[config.mk]
export PLATFORM = sky130hd
export DESIGN_NAME = pcm_gain_port
export DESIGN_NICKNAME = d
export VERILOG_FILES = /design/src/rtl/pcm_pkg.sv /design/src/rtl/pcm_in_sync.sv /design/src/rtl/pcm_edge.sv /design/src/rtl/pcm_tx.sv /design/src/rtl/pcm_rx.sv /design/src/rtl/pcm_gain_port.sv
export SDC_FILE = /design/constraint.sdc
export NUM_CORES = 1
export LEC_CHECK = 0
export ABC_AREA = 1
export BUFFER_PORTS_ARGS = -buffer_cell sky130_fd_sc_hd__buf_2
export CORE_MARGIN = 5
export CORE_UTILIZATION = 57
export DETAILED_ROUTE_END_ITERATION = 6
export PLACE_DENSITY = 0.78
export SETUP_SLACK_MARGIN = 0.02
export SYNTH_ARGS = -nofsm -noshare
export SYNTH_HDL_FRONTEND = slang
export SYNTH_HIERARCHICAL = 1
export SYNTH_SLANG_ARGS = --single-unit
[constraint.sdc]
create_clock -name clk_i -period 1.8 [get_ports clk_i]
set_clock_uncertainty 0.15 [all_clocks]
set_input_delay 0.09 -clock clk_i [delete_from_list [all_inputs] [get_ports clk_i]]
set_output_delay 0.09 -clock clk_i [all_outputs]
set_load 0.05 [all_outputs]
[src/rtl/pcm_pkg.sv]
package pcm_pkg;
  localparam int PCM_SAMPLE_W = 13;
  localparam int PCM_CTRL_W   = 3;
  localparam int PCM_SYNC_N   = 2;
endpackage

[src/rtl/pcm_in_sync.sv]
module pcm_in_sync #(
  parameter int W      = 1,
  parameter int STAGES = 2
) (
  input  logic         clk_i,
  input  logic         rst_ni,
  input  logic [W-1:0] d_i,
  output logic [W-1:0] q_o
);
  logic [W-1:0] stg [STAGES];

  always_ff @(posedge clk_i or negedge rst_ni) begin
    if (!rst_ni) begin
      for (int i = 0; i < STAGES; i++) stg[i] <= '0;
    end else begin
      stg[0] <= d_i;
      for (int i = 1; i < STAGES; i++) stg[i] <= stg[i-1];
    end
  end

  assign q_o = stg[STAGES-1];
endmodule

[src/rtl/pcm_edge.sv]
module pcm_edge (
  input  logic clk_i,
  input  logic rst_ni,
  input  logic lvl_i,
  output logic rise_o,
  output logic fall_o
);
  logic prev_q;

  always_ff @(posedge clk_i or negedge rst_ni) begin
    if (!rst_ni) prev_q <= 1'b0;
    else         prev_q <= lvl_i;
  end

  assign rise_o = lvl_i & ~prev_q;
  assign fall_o = ~lvl_i & prev_q;
endmodule

[src/rtl/pcm_tx.sv]
module pcm_tx #(
  parameter int SAMPLE_W = 13
) (
  input  logic                clk_i,
  input  logic                rst_ni,
  input  logic                rise_i,
  input  logic                fs_i,
  input  logic [SAMPLE_W-1:0] sample_i,
  output logic                data_o,
  output logic                en_o
);
  localparam int CNT_W = $clog2(SAMPLE_W + 1);

  logic                fs_q, seen_long, fmt_long, arm;
  logic [SAMPLE_W-1:0] shreg;
  logic [CNT_W-1:0]    left;
  logic                sync_start;

  assign sync_start = fs_i & ~fs_q;

  always_ff @(posedge clk_i or negedge rst_ni) begin
    if (!rst_ni) begin
      fs_q      <= 1'b0;
      seen_long <= 1'b0;
      fmt_long  <= 1'b0;
      arm       <= 1'b0;
      shreg     <= '0;
      left      <= '0;
      data_o    <= 1'b0;
      en_o      <= 1'b0;
    end else if (rise_i) begin
      fs_q <= fs_i;
      // sync width measured for the next frame's format
      if (sync_start)       seen_long <= 1'b0;
      else if (fs_i && fs_q) seen_long <= 1'b1;
      if (!fs_i && fs_q)    fmt_long  <= seen_long;

      if ((sync_start && fmt_long) || arm) begin
        data_o <= sample_i[SAMPLE_W-1];
        shreg  <= {sample_i[SAMPLE_W-2:0], 1'b0};
        left   <= CNT_W'(SAMPLE_W - 1);
        en_o   <= 1'b1;
        arm    <= 1'b0;
      end else if (sync_start) begin
        arm  <= 1'b1;
        en_o <= 1'b0;
        left <= '0;
      end else if (left != '0) begin
        data_o <= shreg[SAMPLE_W-1];
        shreg  <= {shreg[SAMPLE_W-2:0], 1'b0};
        left   <= left - 1'b1;
      end else begin
        en_o <= 1'b0;
      end
    end
  end
endmodule

[src/rtl/pcm_rx.sv]
module pcm_rx #(
  parameter int SAMPLE_W = 13,
  parameter int CTRL_W   = 3
) (
  input  logic                clk_i,
  input  logic                rst_ni,
  input  logic                fall_i,
  input  logic                fs_i,
  input  logic                data_i,
  output logic [SAMPLE_W-1:0] sample_o,
  output logic [CTRL_W-1:0]   ctrl_o,
  output logic                valid_o
);
  localparam int WORD_W = SAMPLE_W + CTRL_W;
  localparam int CNT_W  = $clog2(WORD_W + 1);

  logic              fs_q, pend, active;
  logic [WORD_W-1:0] shreg, nxt;
  logic [CNT_W-1:0]  cnt;

  assign nxt = {shreg[WORD_W-2:0], data_i};

  always_ff @(posedge clk_i or negedge rst_ni) begin
    if (!rst_ni) begin
      fs_q     <= 1'b0;
      pend     <= 1'b0;
      active   <= 1'b0;
      shreg    <= '0;
      cnt      <= '0;
      sample_o <= '0;
      ctrl_o   <= '0;
      valid_o  <= 1'b0;
    end else begin
      valid_o <= 1'b0;
      if (fall_i) begin
        fs_q <= fs_i;
        if (fs_i && !fs_q) begin
          // tentative MSB: kept if the sync turns out long
          shreg  <= {{(WORD_W-1){1'b0}}, data_i};
          cnt    <= CNT_W'(1);
          active <= 1'b1;
          pend   <= 1'b1;
        end else if (pend && !fs_i) begin
          shreg <= {{(WORD_W-1){1'b0}}, data_i};
          cnt   <= CNT_W'(1);
          pend  <= 1'b0;
        end else if (active) begin
          pend  <= 1'b0;
          shreg <= nxt;
          cnt   <= cnt + 1'b1;
          if (cnt == CNT_W'(WORD_W - 1)) begin
            active   <= 1'b0;
            valid_o  <= 1'b1;
            sample_o <= nxt[WORD_W-1:CTRL_W];
            ctrl_o   <= nxt[CTRL_W-1:0];
          end
        end
      end
    end
  end
endmodule

[src/rtl/pcm_gain_port.sv]
module pcm_gain_port
  import pcm_pkg::*;
#(
  parameter int SAMPLE_W = PCM_SAMPLE_W,
  parameter int CTRL_W   = PCM_CTRL_W,
  parameter int SYNC_N   = PCM_SYNC_N
) (
  input  logic                clk_i,
  input  logic                rst_ni,
  input  logic                shared_clk_i,
  input  logic                bclk_tx_i,
  input  logic                bclk_rx_i,
  input  logic                fs_tx_i,
  input  logic                fs_rx_i,
  input  logic                rx_data_i,
  input  logic [SAMPLE_W-1:0] tx_sample_i,
  output logic                tx_data_o,
  output logic                tx_en_o,
  output logic [SAMPLE_W-1:0] rx_sample_o,
  output logic [CTRL_W-1:0]   rx_atten_o,
  output logic                rx_valid_o
);
  localparam int IN_W = 5;

  logic [IN_W-1:0] raw, syn;
  logic tx_rise, tx_fall, rc_rise, rc_fall, rx_fall;

  assign raw = {bclk_tx_i, bclk_rx_i, fs_tx_i, fs_rx_i, rx_data_i};

  pcm_in_sync #(.W(IN_W), .STAGES(SYNC_N)) u_sync (
    .clk_i(clk_i), .rst_ni(rst_ni), .d_i(raw), .q_o(syn)
  );

  pcm_edge u_edge_tx (
    .clk_i(clk_i), .rst_ni(rst_ni), .lvl_i(syn[4]), .rise_o(tx_rise), .fall_o(tx_fall)
  );

  pcm_edge u_edge_rx (
    .clk_i(clk_i), .rst_ni(rst_ni), .lvl_i(syn[3]), .rise_o(rc_rise), .fall_o(rc_fall)
  );

  assign rx_fall = shared_clk_i ? tx_fall : rc_fall;

  pcm_tx #(.SAMPLE_W(SAMPLE_W)) u_tx (
    .clk_i(clk_i), .rst_ni(rst_ni), .rise_i(tx_rise), .fs_i(syn[2]),
    .sample_i(tx_sample_i), .data_o(tx_data_o), .en_o(tx_en_o)
  );

  pcm_rx #(.SAMPLE_W(SAMPLE_W), .CTRL_W(CTRL_W)) u_rx (
    .clk_i(clk_i), .rst_ni(rst_ni), .fall_i(rx_fall), .fs_i(syn[1]),
    .data_i(syn[0]), .sample_o(rx_sample_o), .ctrl_o(rx_atten_o), .valid_o(rx_valid_o)
  );

  // receive rising edges carry no work; kept for symmetry of the edge units
  logic rc_rise_unused;
  assign rc_rise_unused = rc_rise;
endmodule

# Yosys cells after proc, flatten, opt, wreduce, memory -nomap -nowiden
# Index checks and enable logic that the tools add are counted.
word_totals:
  output_inout_bits: 19
  word_cells: 95
  reg_bits: 75
  inputBits: 21
op_classes:
  bitwise_logic: 10
  n_mux: 35
  addsub: 2
  eq_ne: 4
  reduce_logical: 24
op_table:
  columns: ["cell", "count"]
  rows:
  - ["$mux W15", 3]
  - ["$mux W13", 3]
  - ["$mux W1", 23]
  - ["$mux W5", 3]
  - ["$reduce_and A2 Y1", 7]
  - ["$mux W4", 3]
  - ["$not A1 Y1", 6]
  - ["$reduce_bool A2 Y1", 3]
  - ["$reduce_bool A3 Y1", 2]
  - ["$add A5 B1 Y5 const B", 1]
  - ["$eq A5 B4 Y1 const B", 1]
  - ["$logic_and A1 B1 Y1", 5]
  - ["$reduce_and A5 Y1", 1]
  - ["$and A1 B1 Y1", 4]
  - ["$reduce_bool A4 Y1", 1]
  - ["$sub A4 B1 Y4 const B", 1]
  - ["$logic_not A1 Y1", 3]
  - ["$ne A3 B1 Y1 const B", 1]
  - ["$reduce_and A3 Y1", 1]
  - ["$ne A2 B1 Y1 const B", 1]
  - ["$ne A2 B2 Y1 const B", 1]
  - ["$logic_or A1 B1 Y1", 1]

# Depth between registers and ports, before layout
# Gate-level depths: netlist of run 1.
logic_depth:
  ltp_word: 6
  mapped_depth: 10
  depth_no_buf: 10

# Hierarchy
# Netlist of run 1, hierarchy kept.
by_module_without_submodules:
  columns: ["module", "area_per_inst_um2", "n_inst", "cells_per_inst", "seq_area_each_um2"]
  rows:
  - ["pcm_rx", 1710.4, 1, 158, 1001.0]
  - ["pcm_tx", 1184.9, 1, 161, 550.5]
  - ["pcm_in_sync", 287.8, 1, 15, 250.2]
  - ["pcm_edge", 40.0, 2, 5, 25.0]
  - ["pcm_gain_port", 15.0, 1, 4, 0.0]

# Worst setup path before layout of run 1
# Ideal clock, no wire load.
synth_timing:
  kind: "reg-to-reg"
  start: "register u_sync.stg, in the netlist u_sync/q_o[4]"
  end: "register u_tx.data_o"
  path_slack_ps: 172
  setup_time_ps: 118
  arrival_ps: 1359
  path_buffers: 2
  synth_period_minus_slack_ps: 1628
  required_ps: 1532
  path_stages_with_launch: 8
  cell_sequence: "dfrtp_1 buf_4 inv_1 nor2_1 nand3_2 buf_2 nand3_1 nand2_1"
synth_via:
  elab_chain_cells: 2
synth_rtl:
  columns: ["item", "line", "rtl"]
  rows:
  - ["from (decl)", "pcm_in_sync.sv:10", "logic [W-1:0] stg [STAGES];"]
  - ["$and A1 B1 Y1", "pcm_edge.sv:15", "assign rise_o = lvl_i & ~prev_q;"]
  - ["net tx_rise", "pcm_gain_port.sv:26", "logic tx_rise, tx_fall, rc_rise, rc_fall, rx_fall;"]
  - ["$reduce_and A3 Y1 (no source line)", null, null]
  - ["to (signal assigned)", "pcm_tx.sv:39", "data_o <= sample_i[SAMPLE_W-1];"]
  - ["to (signal assigned)", "pcm_tx.sv:49", "data_o <= shreg[SAMPLE_W-1];"]
  - ["to (decl)", "pcm_tx.sv:9", "output logic data_o,"]
# The timed path passes the listed nets, and every way through them passes these cells.
# A chain may end at the register's enable or synchronous reset.

# Worst setup path in the final report of run 1
layout_timing:
  start: "register u_rx.cnt[1]"
  end: "register u_rx.sample_o[1]"
layout_via:
  elab_chain_cells: 2
layout_rtl:
  columns: ["item", "line", "rtl"]
  rows:
  - ["from (decl)", "pcm_rx.sv:19", "logic [CNT_W-1:0] cnt;"]
  - ["from (signal assigned)", "pcm_rx.sv:50", "cnt <= cnt + 1'b1;"]
  - ["$eq A5 B4 Y1", "pcm_rx.sv:51", "if (cnt == CNT_W'(WORD_W - 1)) begin"]
  - ["$reduce_and A5 Y1 (no source line)", null, null]
  - ["to (signal assigned)", "pcm_rx.sv:54", "sample_o <= nxt[WORD_W-1:CTRL_W];"]
  - ["to (decl)", "pcm_rx.sv:10", "output logic [SAMPLE_W-1:0] sample_o,"]
# Every way passes these cells.

==> flow_summary_export.csv, run 1 <==
group,metric,value,unit
status,status,"finished, final reports clean",
sta,period_share,96.49,%
sta,setup_violations,0,
sta,min_period,1.737,ns
min_path,hold_depth,5,
pwr,ir_drop,0.8054,mV
sta,fin_tns_setup,0,ns
floorplan,ioPinCount,40,
detailed_routing,ant_nets,0,
detailed_routing,via_count,2461,
finish,final_cell_mix,"94 x nand2_1, 72 x dfrtp_1, 38 x buf_2, 37 x inv_1, 35 x nand3_1",
global_routing,antenna_found_initial,0,
sta,slew_viol_final,0,
pwr,power_density,1170,nW/um2
clock_network,tritoncts,"yes",
synth,postSynthAreaPerCell,9.453,um2
detailed_routing,finalWirelength,6.625,mm
global_routing,grt_pass1_wl,11.28,mm
detailed_routing,first_iter_violations,95,
clock_network,clock_path_buffers,2,
worst_setup_path,reg2reg_from,"u_rx/cnt[1]$_DFFE_PN0P_",
sta,slew_headroom,63.80,%
worst_setup_path,worstPathRequired,1.89,ns
floorplan,die_x,85.75,um
min_path,min_to,"u_rx/fs_q$_DFFE_PN0P_",
place,io_buffers,39,
worst_setup_path,r2r_setup_slack,0.06,ns
detailed_routing,met3_length,232,um
detailed_routing,detail_route.wl_per_cell,13.49,um
detailed_routing,routed.top_layer,"met4",
detailed_routing,drt-pass1-iter-count,4,
floorplan,die_area,7353,um2
floorplan,core-area,5540,um2
synth,synthesis.area,3271,um2
synth,synth_cells,346,
clock_network,cts_buffers,9,
detailed_routing,drc,0,
sta,worstMarginPinSlew,0.5431,ns
worst_setup_path,cp-start-kind,"flip-flop",
place,dp_slack,0.04869,ns
finish,drive_gt1_share,29.59,%
min_path,min_from,"shared_clk_i",
floorplan,die_h,85.75,um
finish,final_util,72.74,%
sta,rsz0062_at_grt,"yes",
floorplan,row_count,27,
detailed_routing,routed_via_density,5.012,
place,place_hpwl,4.277,mm
global_routing,grt_max_degree,44,
global_routing,track_usage,19.45,%
synth,ys.warnings.count,6,
finish,fin_nets,439,
sta,finalWorstSetupSlack,0.06310,ns
global_routing,grt_pass1_vias,2428,
worst_setup_path,path_max_fanout,8,
finish,antenna_cells,0,
clock_network,cts_root_buffer,"clkbuf_8",
place,dp_cells,452,
synth,syn-num-nets,371,
worst_setup_path,critPathCaptureType,"flip-flop",
min_path,hold_class,"in -> reg",
floorplan,start_util,59.03,%
detailed_routing,wl_met2,3.212,mm
worst_setup_path,critical_path_arrival,1.82,ns
clock_network,cts_htree_levels,3,
clock_network,clk_latency,0.35,ns
clock_network,clk_pin_slew_worst_paths,0.08,ns
detailed_routing,wl_met1,3.098,mm
pwr,leakage,2.100,nW
finish,layout_commonest_cell,"nand2_1",
worst_setup_path,reg2reg_depth,8,
global_routing,grt-ovfl-total,0,
sta,max_freq,575.7,MHz
finish,syn_to_final_growth,23.22,%
sta,hold_viol_final,0,
clock_network,cts.sinks,74,
worst_setup_path,r2r-end,"u_rx/sample_o[1]$_DFFE_PN0P_",
finish,fin_cells,491,
worst_setup_path,critical_path_class,"reg -> reg",
place,routabilityCongestion,0.8205,
job,drv_cap,0,
state kept, by name (all words and copies together) (netlist names), 3 cells and up:
signal / cells
u_rx/sample_o: 13
u_tx/shreg: 12
u_tx/left: 4
u_sync/stg: 5
u_sync/q_o: 5
u_rx/shreg: 15
u_rx/cnt: 5
u_rx/ctrl_o: 3
report_power, final:
group	internal [W]	leakage, nW	switching [W]
registers	0.00197	0.959	0.000207
logic	0.000475	1.05	0.000769
clock network	0.000649	0.0921	0.000648
total	0.00309	2.10	0.00162
timing repair:
| item | CTS | global route |
|---|---|---|
| gates resized for setup | 2 | 6 |
| setup endpoints to repair | 16 | 14 |
| gates cloned | 0 | 3 |
| hold endpoints to repair | 81 | 0 |
| hold buffers | 19 | 0 |
| pin swaps | 1 | 4 |
| buffers inserted | 1 | 0 |
worst max-delay path, cell delays in order (launching register included):
cell and delay (ns):
dfrtp_2 0.42, ha_4 0.17, inv_2 0.04, nor3_2 0.16
ha_2 0.24, nand3_4 0.14, clkbuf_16 0.21, nand2_2 0.06
o21ai_2 0.05
cell type report:
type	count	area (um2)
Clock buffer	9	123.9
Clock inverter	7	78.83
Fill cell	409	1510
Inverter	41	158.9
Multi-Input combinational cell	215	1147
Sequential cell	74	1854
Tap cell	72	90.09
Timing Repair Buffer	73	576.8
per-stage QoR:
stage	cell area, um2	power, W	hold slack (ns)
finish	4030	0.004714	0.1115
global route	4030	0.005069	0.1274
CTS	3954	0.004711	0.09561
detailed placement	3546	0.003372	-0.03403
global placement	3546	0.003315	-0.03434
floorplan	3271	0.003064	-0.3556
worst max path at each step:
stage                                  from                           end  slack [ns]  cells after the start
detailed placement  u_rx/cnt[0]$_DFFE_PN0P_    u_rx/ctrl_o[0]$_DFFE_PN0P_        0.05                      9
global placement    u_rx/cnt[0]$_DFFE_PN0P_    u_rx/ctrl_o[0]$_DFFE_PN0P_        0.12                      9
global route        u_rx/cnt[0]$_DFFE_PN0P_  u_rx/sample_o[0]$_DFFE_PN0P_        0.01                      8
CTS                 u_rx/cnt[0]$_DFFE_PN0P_    u_rx/ctrl_o[0]$_DFFE_PN0P_        0.04                      9
finish              u_rx/cnt[1]$_DFFE_PN0P_  u_rx/sample_o[1]$_DFFE_PN0P_        0.06                      8
floorplan           u_sync/q_o[4]$_DFF_PN0_       u_tx/data_o$_DFFE_PN0P_        0.17                      7
routing by layer:
layer / vias up / track usage (%)
met3: 5 / 4.515
met1: 1157 / 25.53
met2: 62 / 31.50
met5: - / 0
met4: 0 / 7.338
li1: 1237 / -
(Power assumes the default switching activity.)
==> run 2, diff against run 1 <==
CORE_UTILIZATION = 45   (was 57)
PLACE_DENSITY = unset   (was 0.78)
==> flow_summary_export.csv, run 2 (synthesis gave the netlist of run 1 again) <==
group,metric,value,unit
sta,setup_violations,0,
detailed_routing,via_count,2437,
pwr,seqPwrFrac,47.0,%
sta,min_period,1.660,ns
clock_network,cts_buffers,9,
floorplan,core-area,7176,um2
global_routing,grt-ovfl-total,0,
worst_setup_path,slowest_stage,"dfrtp_1",
finish,drive_gt1_share,28.06,%
pwr,power_density,1145,nW/um2
global_routing,antenna_found_initial,0,
sta,fin_tns_setup,0,ns
clock_network,cts_root_buffer,"clkbuf_8",
detailed_routing,detail_route.wl_per_cell,12.39,um
detailed_routing,routed_via_density,4.723,
place,dp_slack,0.08473,ns
detailed_routing,ant_nets,0,
detailed_routing,drt-pass1-iter-count,4,
finish,regMostFlops,"u_rx/shreg",
worst_setup_path,crit_family,"adder cells",
pwr,p_clk_share,25.4,%
global_routing,grt_pass1_vias,2411,
worst_setup_path,r2r_setup_slack,0.14,ns
pwr,ir_drop,0.4439,mV
min_path,hold_class,"in -> async",
worst_setup_path,cp_cell_sequence,"ha_2, inv_1, nor3_1, ha_2, nand3_4, clkbuf_16, nand2_2, o21ai_2",
pwr,p_switching,0.001606,W
clock_network,clk_latency,0.34,ns
global_routing,track_usage,15.16,%
floorplan,start_util,45.58,%
clock_network,clock_path_buffers,2,
sta,hold_viol_final,0,
detailed_routing,first_iter_violations,93,
detailed_routing,finalWirelength,6.393,mm
sta,slew_headroom,75.91,%
worst_setup_path,max_stage_delay,0.37,ns
detailed_routing,drc,0,
job,drv_cap,0,
finish,reg_top3,"u_rx/shreg (15), u_rx/sample_o (13), u_tx/shreg (12)",
worst_setup_path,worstPathRequired,1.89,ns
floorplan,row_count,31,
worst_setup_path,critPathCaptureType,"flip-flop",
floorplan,die_h,95.26,um
worst_setup_path,critical_path_class,"reg -> reg",
finish,n_fill_cell,656,
floorplan,die_x,95.26,um
finish,largest_register_ff_count,15,
global_routing,grt_pass1_wl,10.65,mm
pwr,power.combinational.fraction,27.6,%
sta,worstMarginPinSlew,0.3614,ns
place,io_buffers,39,
sta,slew_viol_final,0,
sta,hold_ws,0.05418,ns
finish,fin_nets,437,
pwr,internal_power,0.002952,W
pwr,leakage,2.078,nW
sta,max_freq,602.3,MHz
worst_setup_path,critical_path_arrival,1.75,ns
clock_network,clk_pin_slew_worst_paths,0.08,ns
finish,final_cell_mix,"94 x nand2_1, 74 x dfrtp_1, 39 x inv_1, 38 x buf_2, 35 x nand3_1",
finish,syn_to_final_growth,21.77,%
place,place_hpwl,4.106,mm
worst_setup_path,crit_top_cell,"ha_2",
place,routabilityCongestion,0.7935,
global_routing,grt_max_degree,49,
sta,period_share,92.25,%
status,status,"finished, final reports clean",
finish,antenna_cells,0,
sta,finalWorstSetupSlack,0.1396,ns
worst_setup_path,cp-start-kind,"flip-flop",
clock_network,cts.sinks,74,
finish,layout_commonest_cell,"nand2_1",
clock_network,tritoncts,"yes",
worst_setup_path,path_max_fanout,16,
sta,rsz0062_at_grt,"no",
floorplan,ioPinCount,40,
clock_network,cts_htree_levels,3,
pwr,swShare,35.24,%
worst_setup_path,critical_path_buf_inv_count,2,
floorplan,die_area,9074,um2
## run 2: worst reg2reg max path: stages, from the launching register on
cell and delay (ns):
dfrtp_1 0.37, ha_2 0.20, inv_1 0.04, nor3_1 0.14
ha_2 0.24, nand3_4 0.10, clkbuf_16 0.21, nand2_2 0.07
o21ai_2 0.05
## run 2: timing repair
item	4_1_cts	5_1_grt
hold buffers	19	0
gates resized for setup	0	2
buffers inserted	0	2
endpoints found under the hold margin	92	0
endpoints found under the setup margin	0	16
## run 2: power by group through the flow
stage / Sequential, W / Clock [W] / Combinational, W
final: 0.00214 / 0.00116 / 0.00126
after detailed placement: 0.00218 / 0 / 0.00118
after global placement: 0.00217 / 0 / 0.00116
after CTS: 0.00215 / 0.00120 / 0.00122
after floorplan: 0.00222 / 0 / 0.000845
after global routing: 0.00218 / 0.00127 / 0.00144
## run 2: layer usage
layer	share of wire [%]	track usage, %	vias up
met2	48	24.72	38
met4	1.7	7.572	0
li1	-	-	1237
met1	47	18.98	1153
met5	0	0	-
met3	3.6	3.315	9
## run 2: layout make-up
| class | instances | area, um2 | share of cell area [%] |
|---|---|---|---|
| clock buffer | 9 | 123.9 | 3.110 |
| inverter | 41 | 158.9 | 3.990 |
| sequential | 74 | 1852 | 46.50 |
| tap | 99 | 123.9 | 3.110 |
| clock inverter | 7 | 51.30 | 1.288 |
| timing repair buffer | 71 | 540.5 | 13.57 |
| multi-input combinational | 215 | 1132 | 28.43 |
## run 2: through the flow
| step | cell area [um2] | util, % | total power (W) | cells |
|---|---|---|---|---|
| after CTS | 3938 | 54.87 | 0.004570 | 513 |
| after detailed placement | 3572 | 49.78 | 0.003366 | 478 |
| after floorplan | 3271 | - | 0.003064 | 346 |
| after global routing | 3983 | 55.50 | 0.004896 | 516 |
| after global placement | 3572 | 49.78 | 0.003330 | 478 |
| final | 3983 | 55.50 | 0.004558 | 516 |
## run 2: final timing paths
| check | to | start | cells after the start |
|---|---|---|---|
| max | u_rx/sample_o[3]$_DFFE_PN0P_ | u_rx/cnt[0]$_DFFE_PN0P_ | 8 |
| min | u_sync/stg[7]$_DFF_PN0_ | rst_ni | 2 |
| max reg2reg | u_rx/sample_o[3]$_DFFE_PN0P_ | u_rx/cnt[0]$_DFFE_PN0P_ | 8 |
| min reg2reg | u_sync/q_o[1]$_DFF_PN0_ | u_sync/stg[6]$_DFF_PN0_ | 0 |
| max in group asynchronous | u_sync/q_o[3]$_DFF_PN0_ | rst_ni | 3 |
| min in group clk_i | u_rx/fs_q$_DFFE_PN0P_ | shared_clk_i | 5 |
